[config.mk]
export PLATFORM = sky130hd
export DESIGN_NAME = clkout_enable_gate
export DESIGN_NICKNAME = d
export VERILOG_FILES = /design/src/rtl/clkgate_pkg.sv /design/src/rtl/oeg_pin_sync.sv /design/src/rtl/oeg_request.sv /design/src/rtl/oeg_chan_gate.sv /design/src/rtl/clkout_enable_gate.sv
export SDC_FILE = /design/constraint.sdc
export NUM_CORES = 1
export LEC_CHECK = 0
export BUFFER_PORTS_ARGS = -buffer_cell sky130_fd_sc_hd__buf_2
export CORE_UTILIZATION = 29
export DETAILED_ROUTE_END_ITERATION = 12
export PLACE_DENSITY = 0.58
export SYNTH_ARGS = -nofsm -noshare
export SYNTH_HDL_FRONTEND = slang
export SYNTH_HIERARCHICAL = 1
export SYNTH_SLANG_ARGS = --single-unit
[constraint.sdc]
create_clock -name clk -period 1.2 [get_ports clk]
set_input_delay 0.06 -clock clk [delete_from_list [all_inputs] [get_ports clk]]
set_output_delay 0.06 -clock clk [all_outputs]
set_load 0.005 [all_outputs]
[src/rtl/clkgate_pkg.sv]
package clkgate_pkg;

    typedef enum logic [1:0] {
        PARK_LOW   = 2'b00,
        PARK_HIGH  = 2'b01,
        PARK_HIZ   = 2'b10,
        PARK_NEVER = 2'b11
    } park_mode_e;

    typedef struct packed {
        logic       pin_ignore;
        logic       sw_disable;
        logic       power_down;
        logic       invert;
        park_mode_e mode;
    } chan_cfg_t;

    typedef struct packed {
        logic level;
        logic drive;
    } chan_out_t;

    function automatic logic park_level(input park_mode_e m);
        return (m == PARK_HIGH);
    endfunction

    function automatic logic park_drive(input park_mode_e m);
        return (m != PARK_HIZ);
    endfunction

endpackage

[src/rtl/oeg_pin_sync.sv]
module oeg_pin_sync #(
    parameter int  STAGES    = 2,
    parameter logic RESET_VAL = 1'b1
) (
    input  logic clk,
    input  logic rst,
    input  logic d_async,
    output logic q_sync
);
    logic [STAGES-1:0] chain;

    always_ff @(posedge clk) begin
        if (rst) chain <= {STAGES{RESET_VAL}};
        else     chain <= {chain[STAGES-2:0], d_async};
    end

    assign q_sync = chain[STAGES-1];
endmodule

[src/rtl/oeg_request.sv]
module oeg_request
    import clkgate_pkg::*;
(
    input  chan_cfg_t cfg,
    input  logic      pin_n_sync,
    output logic      want_on
);
    logic pin_allows;

    always_comb begin
        pin_allows = cfg.pin_ignore | ~pin_n_sync;
        if (cfg.power_down)              want_on = 1'b0;
        else if (cfg.mode == PARK_NEVER) want_on = 1'b1;
        else                             want_on = ~cfg.sw_disable & pin_allows;
    end
endmodule

[src/rtl/oeg_chan_gate.sv]
module oeg_chan_gate
    import clkgate_pkg::*;
(
    input  logic       clk,
    input  logic       rst,
    input  logic       src_lvl,
    input  logic       want_on,
    input  logic       pdn,
    input  logic       invert,
    input  park_mode_e mode,
    output chan_out_t  q
);
    logic      p;
    logic      p_prev;
    logic      lead;
    logic      run_q;
    logic      run_nxt;
    chan_out_t q_nxt;

    assign p    = src_lvl ^ invert;
    assign lead = p & ~p_prev;

    always_comb begin
        if (pdn)       run_nxt = 1'b0;
        else if (lead) run_nxt = want_on;
        else           run_nxt = run_q;

        if (pdn) begin
            q_nxt.level = 1'b0;
            q_nxt.drive = 1'b0;
        end else begin
            q_nxt.level = run_nxt ? p : park_level(mode);
            q_nxt.drive = run_nxt | park_drive(mode);
        end
    end

    always_ff @(posedge clk) begin
        if (rst) begin
            p_prev <= 1'b1;
            run_q  <= 1'b0;
            q      <= '0;
        end else begin
            p_prev <= p;
            run_q  <= run_nxt;
            q      <= q_nxt;
        end
    end


    pdn_off_chk: assert property (@(posedge clk) disable iff (rst)
        pdn |=> (!q.level && !q.drive && !run_q));


    park_state_chk: assert property (@(posedge clk) disable iff (rst)
        ($past(!rst) && !$past(pdn) && !run_q) |->
        (q.level == park_level($past(mode)) && q.drive == park_drive($past(mode))));


    run_follow_chk: assert property (@(posedge clk) disable iff (rst)
        ($past(!rst) && run_q) |-> (q.level == $past(p) && q.drive));


    switch_at_lead_chk: assert property (@(posedge clk) disable iff (rst)
        ($past(!rst) && !$past(pdn) && !$past(lead)) |-> (run_q == $past(run_q)));


    lead_takes_req_chk: assert property (@(posedge clk) disable iff (rst)
        ($past(!rst) && !$past(pdn) && $past(lead)) |-> (run_q == $past(want_on)));

endmodule

[src/rtl/clkout_enable_gate.sv]
module clkout_enable_gate
    import clkgate_pkg::*;
#(
    parameter int N_CH        = 8,
    parameter int SYNC_STAGES = 2
) (
    input  logic              clk,
    input  logic              rst,
    input  logic              oe_pin_n,
    input  logic [N_CH-1:0]   src_clk,
    input  logic [N_CH-1:0]   pin_ignore,
    input  logic [N_CH-1:0]   sw_disable,
    input  logic [N_CH-1:0]   power_down,
    input  logic [N_CH-1:0]   invert,
    input  logic [2*N_CH-1:0] dis_mode,
    output logic [N_CH-1:0]   clk_out,
    output logic [N_CH-1:0]   drive_en
);
    localparam int MODE_W = 2;

    logic pin_n_sync;

    oeg_pin_sync #(
        .STAGES   (SYNC_STAGES),
        .RESET_VAL(1'b1)
    ) u_pin_sync (
        .clk    (clk),
        .rst    (rst),
        .d_async(oe_pin_n),
        .q_sync (pin_n_sync)
    );

    for (genvar i = 0; i < N_CH; i++) begin : g_ch
        chan_cfg_t cfg;
        chan_out_t qo;
        logic      want;

        assign cfg.pin_ignore = pin_ignore[i];
        assign cfg.sw_disable = sw_disable[i];
        assign cfg.power_down = power_down[i];
        assign cfg.invert     = invert[i];
        assign cfg.mode       = park_mode_e'(dis_mode[MODE_W*i +: MODE_W]);

        oeg_request u_req (
            .cfg       (cfg),
            .pin_n_sync(pin_n_sync),
            .want_on   (want)
        );

        oeg_chan_gate u_gate (
            .clk    (clk),
            .rst    (rst),
            .src_lvl(src_clk[i]),
            .want_on(want),
            .pdn    (cfg.power_down),
            .invert (cfg.invert),
            .mode   (cfg.mode),
            .q      (qo)
        );

        assign clk_out[i]  = qo.level;
        assign drive_en[i] = qo.drive;
    end


    reset_quiet_chk: assert property (@(posedge clk)
        rst |=> (clk_out == '0 && drive_en == '0));

endmodule

Yosys cells after proc, flatten, opt, wreduce, memory -nomap -nowiden
Cells that the tools add are included.
- mux-type cells: 32
- eq/ne operators: 24
- bitwise logic cells: 57
- reductions and logical operators: 8
- operators by type and width (kind ; number):
    $mux W1 ; 32
    $not A1 Y1 ; 17
    $and A1 B1 Y1 ; 16
    $eq A2 B1 Y1 const B ; 8
    $eq A2 B2 Y1 const B ; 8
    $ne A2 B2 Y1 const B ; 8
    $or A1 B1 Y1 ; 16
    $reduce_or A2 Y1 ; 8
    $xor A1 B1 Y1 ; 8
- output and inout bits: 16
- register bits after elaboration: 34
- input port bits: 59
- logic and storage cells: 154

Logic depth before layout (Yosys ltp)
Gate-level depths: netlist (run 1).
- depth after elaboration: 7
- gate-level depth with buffers: 5

By module
Netlist (run 1), hierarchy kept.
- by module, submodules not included (module ; area each (um^2) ; instances ; cells each):
    oeg_chan_gate ; 168.9 ; 8 ; 17
    oeg_request ; 33.8 ; 8 ; 3
    oeg_pin_sync ; 52.6 ; 1 ; 4

Worst setup path before layout (run 1)
No wires, ideal clock.
- path kind: reg2reg
- from: reg u_pin_sync.chain[1]
- to: reg g_ch[0].u_gate/q[0] in the netlist's numbering
- setup time: 91 ps
- arrival: 1209 ps
- setup slack: -100 ps
- cell stages (with the launch flop): 5
- period minus slack after synthesis: 1300 ps
- data required time: 1109 ps
- path through: dfxtp_1 -> nor2b_4 -> o31ai_2 -> or3b_1 -> a311oi_1
- longest elaborated chain between the ends: 7
- ends and longest elaborated chain (what ; line ; source):
    start, declared ; oeg_pin_sync.sv:10 ; logic [STAGES-1:0] chain;
    start signal, assigned ; oeg_pin_sync.sv:13 ; if (rst) chain <= {STAGES{RESET_VAL}};
    start signal, assigned ; oeg_pin_sync.sv:14 ; else chain <= {chain[STAGES-2:0], d_async};
    $not A1 Y1 ; oeg_request.sv:11 ; pin_allows = cfg.pin_ignore | ~pin_n_sync;
    $or A1 B1 Y1 ; oeg_request.sv:11 ;
    $and A1 B1 Y1 ; oeg_request.sv:14 ; else want_on = ~cfg.sw_disable & pin_allows;
    $mux W1 ; oeg_request.sv:13 ; else if (cfg.mode == PARK_NEVER) want_on = 1'b1;
    via g_ch[0].want ; clkout_enable_gate.sv:36 ; logic want;
    $mux W1 ; oeg_chan_gate.sv:25 ; else if (lead) run_nxt = want_on;
    $mux W1 ; oeg_chan_gate.sv:24 ; if (pdn) run_nxt = 1'b0;
    $or A1 B1 Y1 ; oeg_chan_gate.sv:33 ; q_nxt.drive = run_nxt | park_drive(mode);
    end signal, assigned ; oeg_chan_gate.sv:45 ; q <= q_nxt;
    end, declared ; oeg_chan_gate.sv:11 ; output chan_out_t q
The timed path passes the listed nets, and every way through them passes these cells.
A chain may end at the register's enable or synchronous reset.

Final worst setup path (run 1)
- from: reg u_pin_sync.chain[1]
- to: reg g_ch[3].u_gate/q[0] in the netlist's numbering
- longest elaborated chain between the ends: 7
- ends and longest elaborated chain (what ; line):
    $not A1 Y1 ; oeg_request.sv:11
    $or A1 B1 Y1 ; oeg_request.sv:11
    $and A1 B1 Y1 ; oeg_request.sv:14
    $mux W1 ; oeg_request.sv:13
    via g_ch[3].want ; clkout_enable_gate.sv:36
    $mux W1 ; oeg_chan_gate.sv:25
    $mux W1 ; oeg_chan_gate.sv:24
    $or A1 B1 Y1 ; oeg_chan_gate.sv:33
    end signal, assigned ; oeg_chan_gate.sv:45
    end, declared ; oeg_chan_gate.sv:11
The timed path passes the listed nets, and every way through them passes these cells.

==> results of run 1 <==
==> layer usage <==
| metal | share of wire (%) | track usage, % | vias up |
|---|---|---|---|
| li1 | - | - | 785 |
| met3 | 6.5 | 4.35 | 4 |
| met1 | 48 | 16.2 | 679 |
| met5 | 0 | 0 | - |
| met4 | 0.79 | 4.26 | 0 |
| met2 | 45 | 20.0 | 54 |
==> critical path, cell delays in order, from the launching register on <==
cell and delay (ns):
sky130_fd_sc_hd__dfxtp_4 0.38, sky130_fd_sc_hd__nor2b_4 0.13, sky130_fd_sc_hd__o31ai_2 0.19, sky130_fd_sc_hd__or3b_4 0.42, sky130_fd_sc_hd__a311oi_2 0.21
==> flip-flops by register name (all words and copies together), names as in the netlist <==
register	count
g_ch.u_gate/p_prev	8
g_ch.u_gate/q	16
g_ch.u_gate/run_q	8
u_pin_sync/chain	2
==> cell usage in the layout (no fill, tap or decap), types with 4 or more instances in the layout <==
master and n:
sky130_fd_sc_hd__clkbuf_8 6, sky130_fd_sc_hd__a311oi_1 5, sky130_fd_sc_hd__nor2b_4 8, sky130_fd_sc_hd__dfxtp_1 33, sky130_fd_sc_hd__o31ai_4 6, sky130_fd_sc_hd__or3b_4 8
sky130_fd_sc_hd__a21boi_1 4, sky130_fd_sc_hd__o21a_1 8, sky130_fd_sc_hd__nand3b_1 8, sky130_fd_sc_hd__a21boi_2 4, sky130_fd_sc_hd__nor2_1 16, sky130_fd_sc_hd__or2b_1 8
sky130_fd_sc_hd__nor2b_1 8, sky130_fd_sc_hd__nand2b_1 8, sky130_fd_sc_hd__a21oi_1 8, sky130_fd_sc_hd__dlygate4sd3_1 9, sky130_fd_sc_hd__mux2i_1 8, sky130_fd_sc_hd__xnor2_1 8
sky130_fd_sc_hd__o21ai_0 8, sky130_fd_sc_hd__buf_2 74
==> timing repair <==
| action | 4_1_cts | 5_1_grt |
|---|---|---|
| setup endpoints to repair | 16 | 18 |
| resized for setup | 13 | 18 |
| pin swaps | 1 | 2 |
| hold buffers | 9 | 0 |
| hold endpoints to repair | 9 | 0 |
| buffers inserted | 2 | 0 |
==> cells by family after synthesis <==
logic type	Yosys count
and+or+nand+nor	66
AOI/OAI and AO/OA	48
DFF	34
xor gates and xnor gates	8
muxes	8
==> worst paths after layout <==
path,start,endpoint,slack (ns),cells past startpoint
max reg2reg,u_pin_sync/chain[1],g_ch[3].u_gate/q[0],-0.22,4
min reg2reg,u_pin_sync/chain[0],u_pin_sync/chain[1],0.41,1
min,power_down[0],g_ch[0].u_gate/q[1],0.09,3
max,u_pin_sync/chain[1],g_ch[3].u_gate/q[0],-0.22,4
==> final cells by class <==
type / instances / area share [%]
Timing Repair Buffer: 87 / 20.1
Tap cell: 72 / 3.66
Sequential cell: 34 / 27.8
Clock inverter: 2 / 0.508
Multi-Input combinational cell: 130 / 44.6
Clock buffer: 6 / 3.35
==> power by group <==
group | total, mW | leakage, nW | switching, mW | internal [mW]
clock network | 0.884 | 0.0472 | 0.423 | 0.461
registers | 1.21 | 0.279 | 0.0298 | 1.18
logic | 0.478 | 0.771 | 0.211 | 0.267
==> summary by stage, run 1 <==
Timing
The clock skew after layout is 0.00649 ns. The total count of max-transition violations in the final report is 0. Headroom to the max-slew limit came out at 66.1%. The number of setup violations in the final report is 17. Static timing analysis puts the maximum clock frequency at roughly 0.71 GHz. Counting I/O delays and the setup requirement, the final critical path takes roughly 1.4 ns. The final total negative setup slack is -2.30 ns.

At the pin with the least slew margin, the transition time is just over 0.5 ns. The hold violation total from the final report came to 0. Setup repair after global routing could not meet its margin everywhere. Across all hold checks on the routed design, the worst slack comes to roughly 0.091 ns. Once routing completed, OpenROAD measured the worst setup slack at -0.218 ns. The final period utilization is 118%.

Yosys
The synthesized design spends more area on one cell type than any other, namely sky130_fd_sc_hd__dfxtp_1. Of the post-synthesis cell area, the part taken by muxes is under 10%. In the synthesized netlist the async set-or-reset flop fraction comes to 0%. In the synthesized netlist the dominant register cell turns out to be sky130_fd_sc_hd__dfxtp_1. The proportion of synthesized chip area in sequential cells is roughly two fifths.

The synthesized net count is around 220. The combinational family with the most area after synthesis is simple AND/OR/NAND/NOR gates. Sorting the synthesized cells by area gives the leading types as sky130_fd_sc_hd__dfxtp_1, sky130_fd_sc_hd__nor2b_4, sky130_fd_sc_hd__o31ai_2. The compound-cell area share of the yosys netlist is around 22%.

In this run, distinct cell masters in the synthesized netlist total 17. The synthesized netlist occupies a cell area of ~1700 um2. The synthesized-area fraction occupied by adder cells is 0%. After synthesis, the mean cell area works out to ~10 um2. After synthesis the netlist holds a flip-flop and latch count of 34. In this run the biggest area consumer among cell types represents about two fifths of the synthesized area. The post-synthesis share of cell area spent on and, or, nand and nor gates is around 28%. In the post-synthesis netlist, the cell with the most instances is sky130_fd_sc_hd__dfxtp_1. The xor/xnor cell area share of the yosys netlist is 4.19%. The number of warnings printed during yosys synthesis is 6. By count the netlist is led by sky130_fd_sc_hd__dfxtp_1, sky130_fd_sc_hd__nor2_1. The number of enable flip-flop cells after synthesis is 0.

The instance count of the mapped netlist is around 160.

Power and ir drop
For this design the static power due to leakage is between 1 and 1.5 nW. The worst-case vdd ir drop is roughly 0.39 mV. The total power divided by cell area is roughly 1000 nW/um2. The design draws between 2 and 3 mW.

Clock tree
The clock latency on the worst-skew pair is between 0.2 and 0.3 ns. The clock net in this run drives a total of 34 sinks. The buffer depth of the longest clock path is 2. The master cell of the clock root buffer is sky130_fd_sc_hd__clkbuf_8.

Counting the buffers created by CTS gives 5. The H-tree was split into 2 levels. The clock slew at the register clock pins of the worst setup and hold paths is about 0.07 ns. TritonCTS built the clock tree.

Routing
For this block, the initial DRC count from the detailed router was 37. The detailed-route vias per instance is around 4.6. The iteration count of the initial detailed-routing pass is 4. The average wire per cell in the routed design is about 12 um. The vias after detailed routing is approximately 1,500. Once detail routing completed, the nets flagged for antenna violations numbered 0. In the routed design, unresolved DRC markers number 0.

For this block, the routed nets add up to around 3800 um of wire.

Placement
Summing all placed instances gives a cell area of ~2200 um2. Once placement completed, the tool counted placed cells totaling 312. The global placement routability congestion is 0.736. Before CTS, the worst setup slack after placement is -0.251 ns.

Port buffering added between 70 and 80 buffers. Detailed placement finished with a half-perimeter wire length of about 2700 um.

Job
Max-cap violations in this run came to 0.

Floorplan
The row count is 27. In this run the horizontal extent of the chip is between 70 and 80 um. The overall die area is slightly above 6000 um2. The total I/O pin count is 75. For this configuration, the core starts out at a cell density of 30.2%. In this run the standard cell core region covers ~5500 um2.

The floorplan die height is about 78 um.

GRT
The wire length of the first global-routing pass is 6050 um. Summed over all layers, the global routing overflow is 0. The via count of the first global-routing pass was about 1,400. The number of antenna violations at the first check in global routing is 0. The maximum number of pins on one net before global-route repair is 27. In the global route stage, overall resource usage came out at roughly an eighth.

Finish
The filler cell count is between 500 and 600. At the end of the flow the core is filled with cells to between 40% and 50%. After the last flow step, the layout net total stands at approximately 320. The proportion of layout cells with a drive suffix above 1 is 45.6%. The finished cells cover between 2000 and 2500 um2. The multi-input combinational cells in the finished layout cover a total of between 1000 and 1500 um2. In the final layout, flip-flops and latches occupy just under 700 um2. The non-filler instance count after layout is about 330.

The area overhead of the layout relative to synthesis is 47.2%. The number of diodes added for antenna fixing is 0.

Min path
The worst hold-check path type is in -> reg.

Worst setup path
The critical path class is reg -> reg. The data required time at the worst endpoint is approximately 1.4 ns. STA classifies the critical path startpoint as a flip-flop.

The worst setup path is captured at a flip-flop. The data arrival time of the critical path is 1.61 ns. The critical-path maximum fanout is 8.

Outcome
The final reports fail on setup timing. The flow ran to the end, but the final reports show violations.
Note: power is estimated with default switching activity, not from simulation.
==> run 2: changes to the inputs <==
--- a/config.mk
+++ b/config.mk
@@ -5,10 +5,12 @@
 export SDC_FILE = /design/constraint.sdc
 export NUM_CORES = 1
 export LEC_CHECK = 0
+export ABC_AREA = 1
 export BUFFER_PORTS_ARGS = -buffer_cell sky130_fd_sc_hd__buf_2
 export CORE_UTILIZATION = 29
 export DETAILED_ROUTE_END_ITERATION = 12
-export PLACE_DENSITY = 0.58
+export PLACE_DENSITY = 0.56
+export SLEW_MARGIN = 0
 export SYNTH_ARGS = -nofsm -noshare
 export SYNTH_HDL_FRONTEND = slang
 export SYNTH_HIERARCHICAL = 1
==> run 2 against run 1 <==
Net effect:
- via count grew 31%
- cell area is 5.8% higher
- the flow now finishes without violations
- combinational power up 4.6%
- first-iteration DRC count up 46%
- highest routed layer unchanged
- critical path depth grew 5
- synthesized cell count is 95% higher
- clock power decreased by 12%
- largest power group unchanged
- synthesized area grew 20%
- critical endpoint is now g_ch[6].u_gate/q[1]
==> summary by stage, run 2 <==
Outcome
The run finished with clean final reports.

Worst setup path
Walking the worst path, the cells encountered are nand2_1 -> nand2_1 -> a21oi_2 -> inv_1 -> nand4_1 -> nand3_2 -> nand2_1 -> inv_1 -> nor2_1. The register-to-register path setup slack is 0.03 ns (+0.25 ns). The slowest stage of the critical path is the sky130_fd_sc_hd__dfxtp_4 cell.

The family of cells with the greatest summed delay on the critical path is simple AND/OR/NAND/NOR gates. The worst reg-to-reg path cell count is 9 (+5). In this run the worst setup path terminates at g_ch[6].u_gate/q[1].

The critical path capture point type is a flip-flop. The buffering stage count on the worst path with inverters included is 2 (+2). The data arrival time of the critical path is 1.39 ns (-0.22 ns).

The source of the critical timing path is u_pin_sync/chain[1]. The number of stages on the worst setup path came to 9 (+5). The critical path's largest stage delay is 0.39 ns (-0.03 ns). The most numerous cell on the critical path is sky130_fd_sc_hd__nand2_1. The critical path class is reg -> reg. The critical-path maximum fanout is 8 (unchanged). The reg-to-reg critical path startpoint is u_pin_sync/chain[1].

The data required time at the worst endpoint is 1.42 ns (+0.03 ns). The worst flop-to-flop path endpoint is g_ch[6].u_gate/q[1]. The worst setup path is launched from a flip-flop.

GRT
The sum of overflow across all layers after global routing was 0 (unchanged). The number of antenna violations at the first check in global routing is 0 (unchanged). The maximum number of pins on one net before global-route repair was 23 (-15%).

The wire length of the first global-routing pass is 6890 um (+14%). The via count of the first global-routing pass is 1,743 (+26%). The global routing usage summed across all routing layers is 11.8% (-0.89 points).

Clock tree
The number of clock sinks came to 34 (unchanged). The TritonCTS clock tree is built. The buffer depth of the longest clock path came to 2 (unchanged). The maximum level of the CTS H-tree came to 2 (unchanged). The cell sitting at the root of the clock tree is a sky130_fd_sc_hd__clkbuf_8. The clock slew at the register clock pins of the worst setup and hold paths came to 0.07 ns (about the same). The number of buffers created by CTS is 5 (unchanged). The clock latency on the worst-skew pair is 0.28 ns (about the same).

Timing
The total count of max-transition violations in the final report is 0 (unchanged). The slack of the critical path came to 0.0281 ns (+0.246 ns). The hold violation total from the final report is 0 (unchanged). The final period utilization is 97.7% (-21 points). Setup repair after global routing could not meet its margin everywhere.

The number of setup violations in the final report was 0 (-17). The actual transition at the worst max-transition pin is 0.455 ns (-0.0536 ns). The final total negative setup slack is 0 ns (+2.30 ns). The achievable frequency is 0.853 GHz (+21%). The worst slew margin relative to its limit is 69.7% (+3.6 points). The post-layout minimum cycle time is 1.17 ns (-0.246 ns). The clock skew after layout is 0.00258 ns (-0.00391 ns). The worst hold slack is 0.0700 ns (-0.0206 ns).

Routing
The detailed-route vias per instance came to 4.14 (-10%). The number of antenna-violating nets in the routed design came to 0 (unchanged). The iteration count of the initial detailed-routing pass is 4 (unchanged). The vias after detailed routing is 1,987 (+31%).

The number of remaining DRC errors is 0 (unchanged). The final routed wirelength across all metal layers is 4230 um (+11%). The violation count after the first detailed-routing iteration is 54 (+46%). The average wire per cell in the routed design was 8.80 um (-24%).

Yosys
Sorting the synthesized cells by how often they occur yields sky130_fd_sc_hd__inv_1, sky130_fd_sc_hd__nand2_1, sky130_fd_sc_hd__dfxtp_1. The instance count of the mapped netlist is 319 (+95%). The share of flip-flops with an asynchronous set or reset after synthesis was 0% (unchanged). The number of warnings printed during yosys synthesis is 6 (unchanged). The number of enable flip-flop cells after synthesis is 0 (unchanged). The proportion of synthesized chip area in sequential cells came to 33.9% (-6.8 points). The mean instance size in the synthesized netlist was 6.30 um2 (-38%). The area of the mapped netlist is 2010 um2 (+20%). The synthesized net count came to 378 (+70%).

The area share of the largest cell type after synthesis is 33.9% (-6.8 points). The number of synthesized register bits was 34 (unchanged). The library cell with the highest instance count after synthesis is sky130_fd_sc_hd__inv_1. Ranked by total cell area, the synthesized netlist is headed by sky130_fd_sc_hd__dfxtp_1, sky130_fd_sc_hd__inv_1, sky130_fd_sc_hd__nand2_1. The post-synthesis cell type count is 10 (-7). The main flop type after synthesis is sky130_fd_sc_hd__dfxtp_1.

The leading area contributor after synthesis is sky130_fd_sc_hd__dfxtp_1.

Floorplan
The core box area came to 6530 um2 (+18%). The floorplan die height is 85.3 um (+9.3%). The starting density of the core was 30.8% (+0.57 points). The total I/O pin count is 75 (unchanged). The overall die area was 7270 um2 (+20%).

The row count is 29 (+7.4%). The floorplan die width is 85.3 um (+9.3%).

Finish
The filler cell count is 733 (+28%). The number of diodes added for antenna fixing was 0 (unchanged). The register area is 684 um2 (unchanged).

The number of flip-flops under the largest register name is 16 (unchanged). The finished layout cell area came to 2610 um2 (+5.8%). The number of nets in the layout came to 462 (+46%).

The non-filler instance count after layout came to 480 (+45%). The core utilization of the finished layout is 39.9% (-4.5 points). The largest registers in the layout are g_ch.u_gate/q x16, g_ch.u_gate/p_prev x8, g_ch.u_gate/run_q x8. Leaving out fill and tap cells, the most frequent cell in the layout is sky130_fd_sc_hd__inv_1. The proportion of layout cells with a drive suffix above 1 is 32.5% (-13 points). The register bank with the most flops is g_ch.u_gate/q. The area overhead of the layout relative to synthesis is 29.7%. In the layout the commonest cells are sky130_fd_sc_hd__inv_1, sky130_fd_sc_hd__nand2_1, sky130_fd_sc_hd__buf_2. The area taken by multi-input logic gates is 1010 um2 (-7.8%).

Placement
The total half-perimeter wirelength after legalization and detailed placement is 3380 um (+26%). The total of buffers placed on input and output ports came to 74 (unchanged). The global placement routability congestion is 0.832 (+13%). The number of instances in the placed design was 472 (+51%). The cell area reported after detailed placement is 2490 um2 (+16%). The post-place setup slack is -0.117 ns (+0.134 ns).

Power and ir drop
The total power divided by cell area is 951 nW/um2 (-8.9%). The leakage power of the design is 1.56 nW (+42%). The worst-case vdd ir drop is 0.398 mV (+3.3%). The total power is 2.48 mW (-3.5%).

Job
The max-cap violation count came to 0 (unchanged).

Min path
The worst hold-check path type is in -> reg.
==> run 2: cell types whose count changed in the layout (fill, tap and decap cells not counted), sizes merged, moves of 16 or more <==
cell	previous run	this run
nand3	0	24
nor2	16	32
nand4	0	16
inv	0	91
nor2b	16	0
nand2	0	106
==> run 2: cells by family (layout without fill, tap and decap cells) <==
family / Yosys count / count (layout) / share of synthesized area [%]
AND/OR/NAND/NOR: 178 / 178 / 42.7
buffers and inverters: 91 / 175 / 17.0
flip-flops: 34 / 34 / 33.9
AO/OA/AOI/OAI: 16 / 16 / 6.47
==> run 2: layer usage <==
metal | global-route usage, % | part of all wire, % | up-vias
met1 | 14.3 | 48 | 822
met4 | 4.24 | 1.5 | 0
met2 | 19.5 | 45 | 45
met3 | 4.18 | 5.7 | 7
li1 | - | - | 1113
met5 | 0 | 0 | -
==> run 2: final cells by class <==
class | instances | area share, %
Clock buffer | 7 | 2.93
Timing Repair Buffer | 77 | 15.2
Multi-Input combinational cell | 194 | 38.9
Tap cell | 77 | 3.69
Sequential cell | 34 | 26.2
Inverter | 91 | 13.1
==> run 2: how the worst min path moves through the flow <==
stage                             start                   end  cells after the start
after CTS                 power_down[2]   g_ch[2].u_gate/q[1]                      4
after global routing        dis_mode[2]   g_ch[1].u_gate/q[0]                      3
final                     power_down[2]   g_ch[2].u_gate/q[1]                      4
after floorplan                     rst  g_ch[0].u_gate/run_q                      1
after global placement         oe_pin_n   u_pin_sync/chain[0]                      3
after detailed placement       oe_pin_n   u_pin_sync/chain[0]                      3
==> run 2: power by group <==
| part | switching (mW) | internal [mW] |
|---|---|---|
| Clock | 0.383 | 0.399 |
| Sequential | 0.0171 | 1.18 |
| Combinational | 0.288 | 0.212 |
| Total | 0.688 | 1.79 |
==> run 2: tightest hold or removal path, delay by kind of cell <==
family / cells / cell delay (ns)
buf+inv: 1 / 0.11
simple gates: 3 / 0.14
==> run 2: repair_timing <==
action | in CTS | in global routing
pin swaps | 0 | 23
hold buffers | 1 | 0
gates resized for setup | 2 | 9
buffers inserted | 0 | 0
setup endpoints to repair | 24 | 15
endpoints found under the hold margin | 1 | 0
==> run 3: changes to the inputs <==
--- a/config.mk
+++ b/config.mk
@@ -9,7 +9,7 @@
 export BUFFER_PORTS_ARGS = -buffer_cell sky130_fd_sc_hd__buf_2
 export CORE_UTILIZATION = 29
 export DETAILED_ROUTE_END_ITERATION = 12
-export PLACE_DENSITY = 0.56
+export PLACE_DENSITY_LB_ADDON = 0.15
 export SLEW_MARGIN = 0
 export SYNTH_ARGS = -nofsm -noshare
 export SYNTH_HDL_FRONTEND = slang
==> run 3 against run 2 <==
Net effect:
- hold slack worse by 0.017 ns
- routed wire length is 0.45% higher
- maximum frequency is 0.28% higher
- worst setup slack better by 0.0033 ns
- largest power group unchanged
==> summary by stage, run 3 (synthesis results as in run 2) <==
Clock tree
The buffer depth of the longest clock path is 2 (unchanged). The clock latency on the worst-skew pair is 0.28 ns (about the same). The maximum level of the CTS H-tree is 2 (unchanged).

The number of clock sinks is 34 (unchanged). The number of buffers created by CTS was 5 (unchanged). The master cell of the clock root buffer is sky130_fd_sc_hd__clkbuf_8. The TritonCTS clock tree is built. The clock slew at the register clock pins of the worst setup and hold paths was 0.07 ns (about the same).

GRT
The maximum number of pins on one net before global-route repair is 24 (+4.3%). The sum of overflow across all layers after global routing is 0 (unchanged). The global routing usage summed across all routing layers came to 12.8% (+0.98 points). The via count of the first global-routing pass was 1,843 (+5.7%). The number of antenna violations at the first check in global routing came to 1 (+1). The wire length of the first global-routing pass is 7360 um (+6.7%).

Worst setup path
The critical path class is reg -> reg. The data arrival time of the critical path is 1.39 ns (about the same). STA classifies the critical path startpoint as a flip-flop. The data required time at the worst endpoint is 1.42 ns (about the same). The critical-path maximum fanout is 8 (unchanged).

The worst setup path is captured at a flip-flop.

Timing
The final period utilization is 97.4% (-0.27 points). The achievable frequency came to 0.856 GHz (+0.28%). The number of setup violations in the final report is 0 (unchanged). The final total negative setup slack is 0 ns (unchanged). The slack of the critical path was 0.0314 ns (+0.00328 ns). The worst slew margin relative to its limit is 67.6% (-2.1 points). Setup repair after global routing could not meet its margin everywhere. The actual transition at the worst max-transition pin is 0.485 ns (+0.0308 ns). The post-layout minimum cycle time came to 1.17 ns (-0.00328 ns).

The hold violation total from the final report is 0 (unchanged). The clock skew after layout is 0.00329 ns (+0.000715 ns). The total count of max-transition violations in the final report is 0 (unchanged).

Floorplan
The floorplan die width is 85.3 um (unchanged). The overall die area came to 7270 um2 (unchanged). The starting density of the core is 30.8% (unchanged). The core box area is 6530 um2 (unchanged). The row count is 29 (unchanged).

The floorplan die height came to 85.3 um (unchanged). The total I/O pin count came to 75 (unchanged).

Routing
The iteration count of the initial detailed-routing pass is 4 (unchanged). The average wire per cell in the routed design is 8.80 um (about the same). The violation count after the first detailed-routing iteration is 49 (-9.3%).

The detailed-route vias per instance is 4.14 (about the same). The number of antenna-violating nets in the routed design is 0 (unchanged). The final routed wirelength across all metal layers is 4240 um (+0.45%).

The vias after detailed routing came to 1,994 (+0.35%). The number of remaining DRC errors came to 0 (unchanged).

Placement
The total half-perimeter wirelength after legalization and detailed placement is 3380 um (about the same). The total of buffers placed on input and output ports is 74 (unchanged). The global placement routability congestion is 0.759 (-8.8%).

The post-place setup slack is -0.115 ns (+0.00228 ns).

Finish
The top cell types in the final layout, fill and taps aside, are sky130_fd_sc_hd__inv_1, sky130_fd_sc_hd__nand2_1, sky130_fd_sc_hd__buf_2. The area taken by multi-input logic gates is 1000 um2 (-1.1%). The register area is 684 um2 (unchanged).

The number of flip-flops under the largest register name is 16 (unchanged). Counting flops per register, the top entry is g_ch.u_gate/q. The filler cell count is 723 (-1.4%).

The number of diodes added for antenna fixing is 0 (unchanged). The library cell used most frequently in the layout, excluding fill and tap cells, is sky130_fd_sc_hd__inv_1. In the final layout, the registers with the most flip-flops are g_ch.u_gate/q x16, g_ch.u_gate/p_prev x8, g_ch.u_gate/run_q x8.

The number of nets in the layout is 463 (+0.22%). Compared with the post-synthesis result, the final layout area differs by 30.2%. The proportion of layout cells with a drive suffix above 1 came to 32.1% (-0.41 points).

Power and ir drop
The leakage power of the design is 1.58 nW (+0.86%). The worst-case vdd ir drop is 0.354 mV (-11%). The total power divided by cell area came to 975 nW/um2 (+2.5%).

Min path
The path class of the tightest hold or removal check is in -> reg.

Outcome
The run finished with clean final reports.

Job
The max-cap violation count is 0 (unchanged).
==> run 3: cell count changes in the layout (fill, tap and decap cells not counted), sizes merged <==
cell | before | now
buf | 76 | 77
clkinv | 0 | 1
==> run 3: worst max-delay path: stages (launching register included) <==
cell and delay, ns:
sky130_fd_sc_hd__dfxtp_4 0.39, sky130_fd_sc_hd__nand2_1 0.07, sky130_fd_sc_hd__nand2_1 0.06, sky130_fd_sc_hd__a21oi_2 0.14, sky130_fd_sc_hd__inv_1 0.05, sky130_fd_sc_hd__nand4_1 0.10
sky130_fd_sc_hd__nand3_2 0.11, sky130_fd_sc_hd__nand2_1 0.07, sky130_fd_sc_hd__inv_1 0.03, sky130_fd_sc_hd__nor2_1 0.08
==> run 3: what timing repair did <==
action / CTS / global route
hold buffers: 1 / 0
setup endpoints to repair: 24 / 13
gates resized for setup: 2 / 5
pin swaps: 3 / 24
setup buffers: 0 / 1
endpoints found under the hold margin: 1 / 0
==> run 3: area by class of cell <==
class	instances	share of cell area [%]
clock inverters	1	0.191
clock buffers	7	3.30
well taps	77	3.68
flip-flops and latches	34	26.1
multi-input cells	194	38.3
repair buffers	78	15.4
inverters	91	13.0
==> run 3: where the power goes <==
group | switching (mW) | leakage (nW) | internal [mW]
sequential | 0.0177 | 0.280 | 1.18
clock | 0.399 | 0.0482 | 0.463
combinational | 0.282 | 1.25 | 0.212
==> run 3: routing by layer <==
metal | GRT usage [%] | wire [um]
met1 | 14.4 | 2040
met5 | 0 | 10
met4 | 5.00 | 61
met2 | 21.9 | 1790
met3 | 4.96 | 348
==> run 3: stage by stage <==
| stage | cells | cell area (um2) | hold slack (ns) | util [%] | power, mW |
|---|---|---|---|---|---|
| 5_1_grt | 482 | 2620 | 0.0712 | 40.1 | 2.74 |
| 4_1_cts | 481 | 2600 | 0.0512 | 39.8 | 2.61 |
| 6_report | 482 | 2620 | 0.0526 | 40.1 | 2.55 |
| 2_1_floorplan | 319 | 2010 | 0.132 | - | 1.51 |
| 3_5_place_dp | 472 | 2490 | 0.244 | 38.2 | 1.71 |
| 3_3_place_gp | 472 | 2490 | 0.242 | 38.2 | 1.71 |
==> run 3: final timing paths <==
| kind | slack (ns) | endpoint | depth (start not counted) | from |
|---|---|---|---|---|
| hold / removal | 0.05 | g_ch[5].u_gate/q[0] | 3 | dis_mode[10] |
| setup / recovery | 0.03 | g_ch[0].u_gate/q[1] | 9 | u_pin_sync/chain[1] |
| hold reg to reg | 0.41 | u_pin_sync/chain[1] | 2 | u_pin_sync/chain[0] |
| setup reg to reg | 0.03 | g_ch[0].u_gate/q[1] | 9 | u_pin_sync/chain[1] |
